==> src/rtl/byte_alu_pkg.sv <==
package byte_alu_pkg;

    localparam int FLAG_W = 5;

    typedef enum logic [3:0] {
        OP_ADD   = 4'd0,
        OP_ADDC  = 4'd1,
        OP_LSUB  = 4'd2,
        OP_FSUB  = 4'd3,
        OP_FSUBB = 4'd4,
        OP_WSUBB = 4'd5,
        OP_INC   = 4'd6,
        OP_DEC   = 4'd7,
        OP_COMP  = 4'd8,
        OP_NEG   = 4'd9,
        OP_CLR   = 4'd10,
        OP_SETA  = 4'd11,
        OP_SWAP  = 4'd12,
        OP_MOVF  = 4'd13,
        OP_MOVL  = 4'd14,
        OP_RSVD  = 4'd15
    } alu_op_e;

    // packed MSB first: n is bit 4, c is bit 0
    typedef struct packed {
        logic n;
        logic ov;
        logic z;
        logic dc;
        logic c;
    } alu_flags_t;

    typedef enum logic [1:0] {
        SCOPE_NONE,
        SCOPE_ZN,
        SCOPE_ALL
    } flag_scope_e;

    function automatic flag_scope_e scope_of(alu_op_e o);
        case (o)
            OP_COMP, OP_CLR, OP_SETA, OP_MOVF: return SCOPE_ZN;
            OP_SWAP, OP_MOVL, OP_RSVD:        return SCOPE_NONE;
            default:                          return SCOPE_ALL;
        endcase
    endfunction

    function automatic alu_flags_t mask_of(flag_scope_e s);
        alu_flags_t m;
        m = '0;
        case (s)
            SCOPE_ALL: m = '1;
            SCOPE_ZN: begin
                m.n = 1'b1;
                m.z = 1'b1;
            end
            default: m = '0;
        endcase
        return m;
    endfunction

    function automatic logic uses_adder(alu_op_e o);
        case (o)
            OP_ADD, OP_ADDC, OP_LSUB, OP_FSUB, OP_FSUBB,
            OP_WSUBB, OP_INC, OP_DEC, OP_NEG: return 1'b1;
            default:                          return 1'b0;
        endcase
    endfunction

    function automatic logic is_literal(alu_op_e o);
        return (o == OP_LSUB) || (o == OP_MOVL);
    endfunction

endpackage

==> src/rtl/alu_operand_mux.sv <==
module alu_operand_mux
    import byte_alu_pkg::*;
#(
    parameter int DW = 8
) (
    input  alu_op_e       op,
    input  logic [DW-1:0] w_val,
    input  logic [DW-1:0] f_val,
    input  logic [DW-1:0] l_val,
    input  logic          c_flag,
    output logic [DW-1:0] a_opd,
    output logic [DW-1:0] b_opd,
    output logic          c_in
);
    // Subtraction x - y - borrow is formed as x + ~y + (not borrow)
    always_comb begin
        a_opd = f_val;
        b_opd = '0;
        c_in  = 1'b0;
        case (op)
            OP_ADD:   begin a_opd = w_val; b_opd = f_val;  c_in = 1'b0;   end
            OP_ADDC:  begin a_opd = w_val; b_opd = f_val;  c_in = c_flag; end
            OP_LSUB:  begin a_opd = l_val; b_opd = ~w_val; c_in = 1'b1;   end
            OP_FSUB:  begin a_opd = f_val; b_opd = ~w_val; c_in = 1'b1;   end
            OP_FSUBB: begin a_opd = f_val; b_opd = ~w_val; c_in = c_flag; end
            OP_WSUBB: begin a_opd = w_val; b_opd = ~f_val; c_in = c_flag; end
            OP_INC:   begin a_opd = f_val; b_opd = '0;     c_in = 1'b1;   end
            OP_DEC:   begin a_opd = f_val; b_opd = '1;     c_in = 1'b0;   end
            OP_NEG:   begin a_opd = '0;    b_opd = ~f_val; c_in = 1'b1;   end
            default:  begin a_opd = f_val; b_opd = '0;     c_in = 1'b0;   end
        endcase
    end
endmodule

==> src/rtl/alu_adder.sv <==
module alu_adder #(
    parameter int DW = 8
) (
    input  logic [DW-1:0] a_opd,
    input  logic [DW-1:0] b_opd,
    input  logic          c_in,
    output logic [DW-1:0] sum,
    output logic          c_out,
    output logic          dc_out,
    output logic          ov_out
);
    localparam int NIB = DW / 2;
    localparam int HIW = DW - NIB;

    logic [NIB:0] lo_sum;
    logic [HIW:0] hi_sum;

    // split at the nibble boundary so the half-carry is a real carry wire
    assign lo_sum = {1'b0, a_opd[NIB-1:0]} + {1'b0, b_opd[NIB-1:0]}
                  + {{NIB{1'b0}}, c_in};
    assign hi_sum = {1'b0, a_opd[DW-1:NIB]} + {1'b0, b_opd[DW-1:NIB]}
                  + {{HIW{1'b0}}, lo_sum[NIB]};

    assign sum    = {hi_sum[HIW-1:0], lo_sum[NIB-1:0]};
    assign dc_out = lo_sum[NIB];
    assign c_out  = hi_sum[HIW];
    assign ov_out = (a_opd[DW-1] == b_opd[DW-1]) && (sum[DW-1] != a_opd[DW-1]);
endmodule

==> src/rtl/alu_logic.sv <==
module alu_logic
    import byte_alu_pkg::*;
#(
    parameter int DW = 8
) (
    input  alu_op_e       op,
    input  logic [DW-1:0] f_val,
    input  logic [DW-1:0] l_val,
    output logic [DW-1:0] l_res
);
    localparam int NIB = DW / 2;

    logic [DW-1:0] swapped;

    generate
        for (genvar i = 0; i < NIB; i++) begin : g_swap
            assign swapped[i]       = f_val[i+NIB];
            assign swapped[i+NIB]   = f_val[i];
        end
    endgenerate

    always_comb begin
        case (op)
            OP_COMP: l_res = ~f_val;
            OP_CLR:  l_res = '0;
            OP_SETA: l_res = '1;
            OP_SWAP: l_res = swapped;
            OP_MOVL: l_res = l_val;
            default: l_res = f_val;
        endcase
    end
endmodule

==> src/rtl/alu_status_reg.sv <==
module alu_status_reg
    import byte_alu_pkg::*;
(
    input  logic              clk,
    input  logic              rst,
    input  logic              upd_en,
    input  logic [FLAG_W-1:0] mask,
    input  logic [FLAG_W-1:0] fresh,
    output logic [FLAG_W-1:0] status_q
);
    always_ff @(posedge clk) begin
        if (rst)
            status_q <= '0;
        else if (upd_en)
            status_q <= (status_q & ~mask) | (fresh & mask);
    end

    p_reset_clear_r10: assert property (@(posedge clk)
        rst |=> status_q == '0);

    p_hold_when_idle_r10: assert property (@(posedge clk) disable iff (rst)
        !upd_en |=> status_q == $past(status_q));

    p_unmasked_kept_r6: assert property (@(posedge clk) disable iff (rst)
        upd_en |=> ((status_q ^ $past(status_q)) & ~$past(mask)) == '0);
endmodule

==> src/rtl/byte_alu.sv <==
module byte_alu
    import byte_alu_pkg::*;
#(
    parameter int DW = 8
) (
    input  logic              clk,
    input  logic              rst,
    input  logic [3:0]        op,
    input  logic [DW-1:0]     w_in,
    input  logic [DW-1:0]     f_in,
    input  logic [DW-1:0]     lit_in,
    input  logic              dest_sel,
    input  logic              upd_en,
    output logic [DW-1:0]     result,
    output logic              wr_w,
    output logic              wr_f,
    output logic [FLAG_W-1:0] status
);
    alu_op_e       op_e;
    logic [DW-1:0] a_opd, b_opd, sum, l_res;
    logic          c_in, c_out, dc_out, ov_out;
    alu_flags_t    cur, fresh, mask;
    logic          lit_op, writes;

    assign op_e   = alu_op_e'(op);
    assign cur    = alu_flags_t'(status);
    assign lit_op = is_literal(op_e);
    assign writes = (op_e != OP_RSVD);

    alu_operand_mux #(.DW(DW)) u_opd (
        .op(op_e), .w_val(w_in), .f_val(f_in), .l_val(lit_in),
        .c_flag(cur.c), .a_opd(a_opd), .b_opd(b_opd), .c_in(c_in)
    );

    alu_adder #(.DW(DW)) u_add (
        .a_opd(a_opd), .b_opd(b_opd), .c_in(c_in),
        .sum(sum), .c_out(c_out), .dc_out(dc_out), .ov_out(ov_out)
    );

    alu_logic #(.DW(DW)) u_log (
        .op(op_e), .f_val(f_in), .l_val(lit_in), .l_res(l_res)
    );

    assign result = uses_adder(op_e) ? sum : l_res;

    always_comb begin
        fresh.n  = result[DW-1];
        fresh.z  = (result == '0);
        fresh.ov = ov_out;
        fresh.dc = dc_out;
        fresh.c  = c_out;
        mask     = mask_of(scope_of(op_e));
    end

    assign wr_w = writes && (lit_op || !dest_sel);
    assign wr_f = writes && !lit_op && dest_sel;

    alu_status_reg u_st (
        .clk(clk), .rst(rst), .upd_en(upd_en),
        .mask(mask), .fresh(fresh), .status_q(status)
    );

    p_lit_to_w_r9: assert property (@(posedge clk) disable iff (rst)
        (op_e == OP_LSUB || op_e == OP_MOVL) |-> (wr_w && !wr_f));

    p_clr_sets_z_r6: assert property (@(posedge clk) disable iff (rst)
        (op_e == OP_CLR && upd_en) |=> (status[2] && !status[4]));

    p_seta_ones_r6: assert property (@(posedge clk) disable iff (rst)
        (op_e == OP_SETA) |-> (result == '1));

    p_no_flag_move_r7: assert property (@(posedge clk) disable iff (rst)
        ((op_e == OP_SWAP || op_e == OP_MOVL) && upd_en) |=> $stable(status));

    p_z_tracks_r8: assert property (@(posedge clk) disable iff (rst)
        (upd_en && mask.z) |=> (status[2] == ($past(result) == '0)));
endmodule

==> config.mk <==
export PLATFORM = sky130hd
export DESIGN_NAME = byte_alu
export DESIGN_NICKNAME = d
export VERILOG_FILES = /design/src/rtl/byte_alu_pkg.sv /design/src/rtl/alu_operand_mux.sv /design/src/rtl/alu_adder.sv /design/src/rtl/alu_logic.sv /design/src/rtl/alu_status_reg.sv /design/src/rtl/byte_alu.sv
export SDC_FILE = /design/constraint.sdc
export NUM_CORES = 1
export LEC_CHECK = 0
export ABC_AREA = 1
export CAP_MARGIN = 25
export CORE_MARGIN = 2
export CORE_UTILIZATION = 40
export CTS_BUF_LIST = sky130_fd_sc_hd__clkbuf_4
export DETAILED_ROUTE_END_ITERATION = 10
export PLACE_DENSITY = 0.7
export SLEW_MARGIN = 0
export SYNTH_ARGS = -nofsm -noshare
export SYNTH_HDL_FRONTEND = slang
export SYNTH_SLANG_ARGS = --single-unit
==> constraint.sdc <==
create_clock -name clk -period 12.9 [get_ports clk]
set_input_delay 3.225 -clock clk [delete_from_list [all_inputs] [get_ports clk]]
set_output_delay 3.225 -clock clk [all_outputs]
set_load 0.05 [all_outputs]
==> results.yml <==
outcome:
  status: "finished, final reports clean"
sta:
  fin_worst_skew_ns: 0.00454
  rsz0062_at_grt: "no"
  finalCritPeriodShare_pct: 89.3
  hold_violations: 0
  slew_viol_final: 0
  fin_setup_tns_ns: 0
  fmax_mhz: 86.8
  worst_pin_slew_ns: 0.846
  setup_viol: 0
  fin_crit_ns: 11.52
  slew_headroom_pct: 43.4
logic_synthesis:
  ys_warn_count: 0
  synth_area_leader_cell: "nand2_1"
  synth_simple_gate_area_share_pct: 53.7
  ys_seq_area_share_pct: 6.48
  synthCells: 299
  yosysTopAreaCellShare_pct: 21.4
  yosys.area_share.adder_pct: 10.0
  netlist_top_cells_area: "nand2_1, nand3_1, inv_1, nor2_1, dfxtp_1"
  syn_area_mm2: 0.00155
  synth_xor_area_share_pct: 0
  synth.area.mux_share_pct: 0
  synth_top_family_by_area: "simple AND/OR/NAND/NOR gates"
  synth_compound_area_share_pct: 12.9
  ys_ff_latch: 5
  synth.avg_cell_area_um2: 5.17
  synth_cell_types: 26
  syn-num-nets: 341
clock_tree:
  cts.repair.resized: 0
  cts_tree: "done"
  cts_max_level: 1
  postCtsSetupRepairBufs: 0
  holdBufCountCts: 0
  cts.reportedPaths.clkPinSlew_ns: 0.04
  cts.sink_count: 5
  cts_max_path_buffers: 2
  cts_root_buf: "clkbuf_4"
  cts-buffers-inserted: 3
  clock_latency_ns: 0.25
power:
  p_leak_uw: 0.00110
  vdd_drop_max_v: 0.0000402
  cellPowerDensity_mw_per_mm2: 73.8
die:
  die_w_um: 66.2
  core_area_mm2: 0.00369
  die_h_um: 66.2
  start_util_pct: 41.9
  dieArea_mm2: 0.00438
  ios: 47
  core.rowCount: 22
setup_path:
  start_kind: "input pin"
  timing_worst_setup_path_type: "input pin to output pin"
  end_kind: "output pin"
  critPathRequiredTime_ns: 9.68
  critPathMaxFanout: 15
  worstPathArrival_ns: 8.29
route:
  wire_per_inst_um: 12.9
  detail-route-antenna-nets: 0
  wl_met1_um: 2310
  via_count: 2039
  drt_iter0_markers: 187
  first_pass_iters: 5
  route.detailed.drc: 0
  dr_wl_met3_um: 428
  top_layer_used: "met4"
  via_per_inst: 5.21
  drt_wl_total_um: 5030
  met2WireLength_um: 2280
finish:
  final_common_cell: "nand2_1"
  finish.instance_area_mm2: 0.00205
  area.growth.synth_to_final_pct: 33.0
  drive_above_1_share_pct: 5.25
  fin_nets: 386
  fin_util_pct: 55.7
  nFillCells: 401
  diodes: 0
  mostFrequentLayoutCells: "nand2_1, inv_1, nand3_1"
placement:
  port_buffers: 46
  placedInstanceArea_mm2: 0.00202
  dp_hpwl_um: 4030
  gp_congestion: 0.929
grt:
  grt_first_pass_wirelength_um: 8360
  grt_max_degree: 17
  gr-total-overflow: 0
  antenna_found_initial: 0
  first_global_vias: 1843
  grt_usage_pct: 24.2
min_path:
  hold_class: "flip-flop to flip-flop"
job:
  drv_cap: 0
## critical path: stages
cell,delay [ns]
clkdlybuf4s50_1,0.63
inv_2,0.10
nor2_4,0.14
inv_1,0.08
nor2_1,0.15
inv_1,0.10
nand3_2,0.22
nand3_1,0.10
o21ai_0,0.09
inv_1,0.08
fa_1,0.43
fa_1,0.40
nand2_1,0.07
inv_1,0.04
o21ai_0,0.23
nand2_1,0.12
fa_1,0.43
fa_1,0.40
nand2_1,0.11
inv_1,0.05
nor3_1,0.16
nor2_1,0.09
inv_1,0.05
clkdlybuf4s50_1,0.79
## synthesized netlist by cell type
cell	n
nor3_1	3
inv_1	55
nand2_2	1
nor2_1	36
dfxtp_1	5
a21oi_2	1
buf_4	2
inv_2	2
o21ai_4	1
nand3_1	48
a21oi_1	8
nand2_1	88
nand4_1	2
inv_4	1
a31oi_1	1
fa_1	4
ha_1	6
o21ai_0	15
a22oi_1	7
nor2_2	1
buf_6	1
nor2_4	4
buf_2	3
nand2_4	2
nand3_2	1
or2_1	1
## path summary, 6_finish.rpt
check | from | to | slack [ns] | cells past startpoint
worst max-delay path | op[0] | result[6] | 1.38 | 24
worst min register to register | flip-flop | flip-flop | 0.48 | 2
worst min-delay path | flip-flop | flip-flop | 0.48 | 2
worst max register to register | flip-flop | flip-flop | 9.49 | 17
## cell type report
type / count / area [um^2] / area share [%]
clock buffer: 4 / 30.0 / 1.46
inverter: 58 / 220 / 10.7
multi-input combinational: 230 / 1180 / 57.6
sequential: 5 / 100 / 4.87
tap: 48 / 60.1 / 2.92
timing repair buffer: 46 / 460 / 22.4
## where the power goes
group | total [uW] | switching [uW] | internal [uW]
Combinational | 114 | 72.7 | 41.1
Clock | 20.5 | 6.72 | 13.8
Sequential | 17.3 | 0.666 | 16.6
Total | 152 | 80.1 | 71.5
## routing by layer
layer / global-route usage, % / vias to the layer above
li1: - / 1035
met1: 34.1 / 912
met2: 40.1 / 90
met3: 3.41 / 2
met4: 2.81 / 0
met5: 0 / -
## stage by stage
step	cells	hold WS (ns)	power, uW	setup slack (ns)
finish	391	0.478	152	1.38
global route	391	0.508	165	1.06
CTS	391	0.479	152	1.39
detailed placement	387	0.471	131	1.40
global placement	387	0.470	131	1.60
floorplan	299	0.499	93.7	2.82
## logic make-up (layout without fill, tap and decap cells)
group,Yosys count,in the layout
simple gates,187,187
buf+inv,64,108
compound gates,33,33
fa+ha+maj,10,10
flops,5,5
No activity file was read; power rests on OpenSTA's default activity.
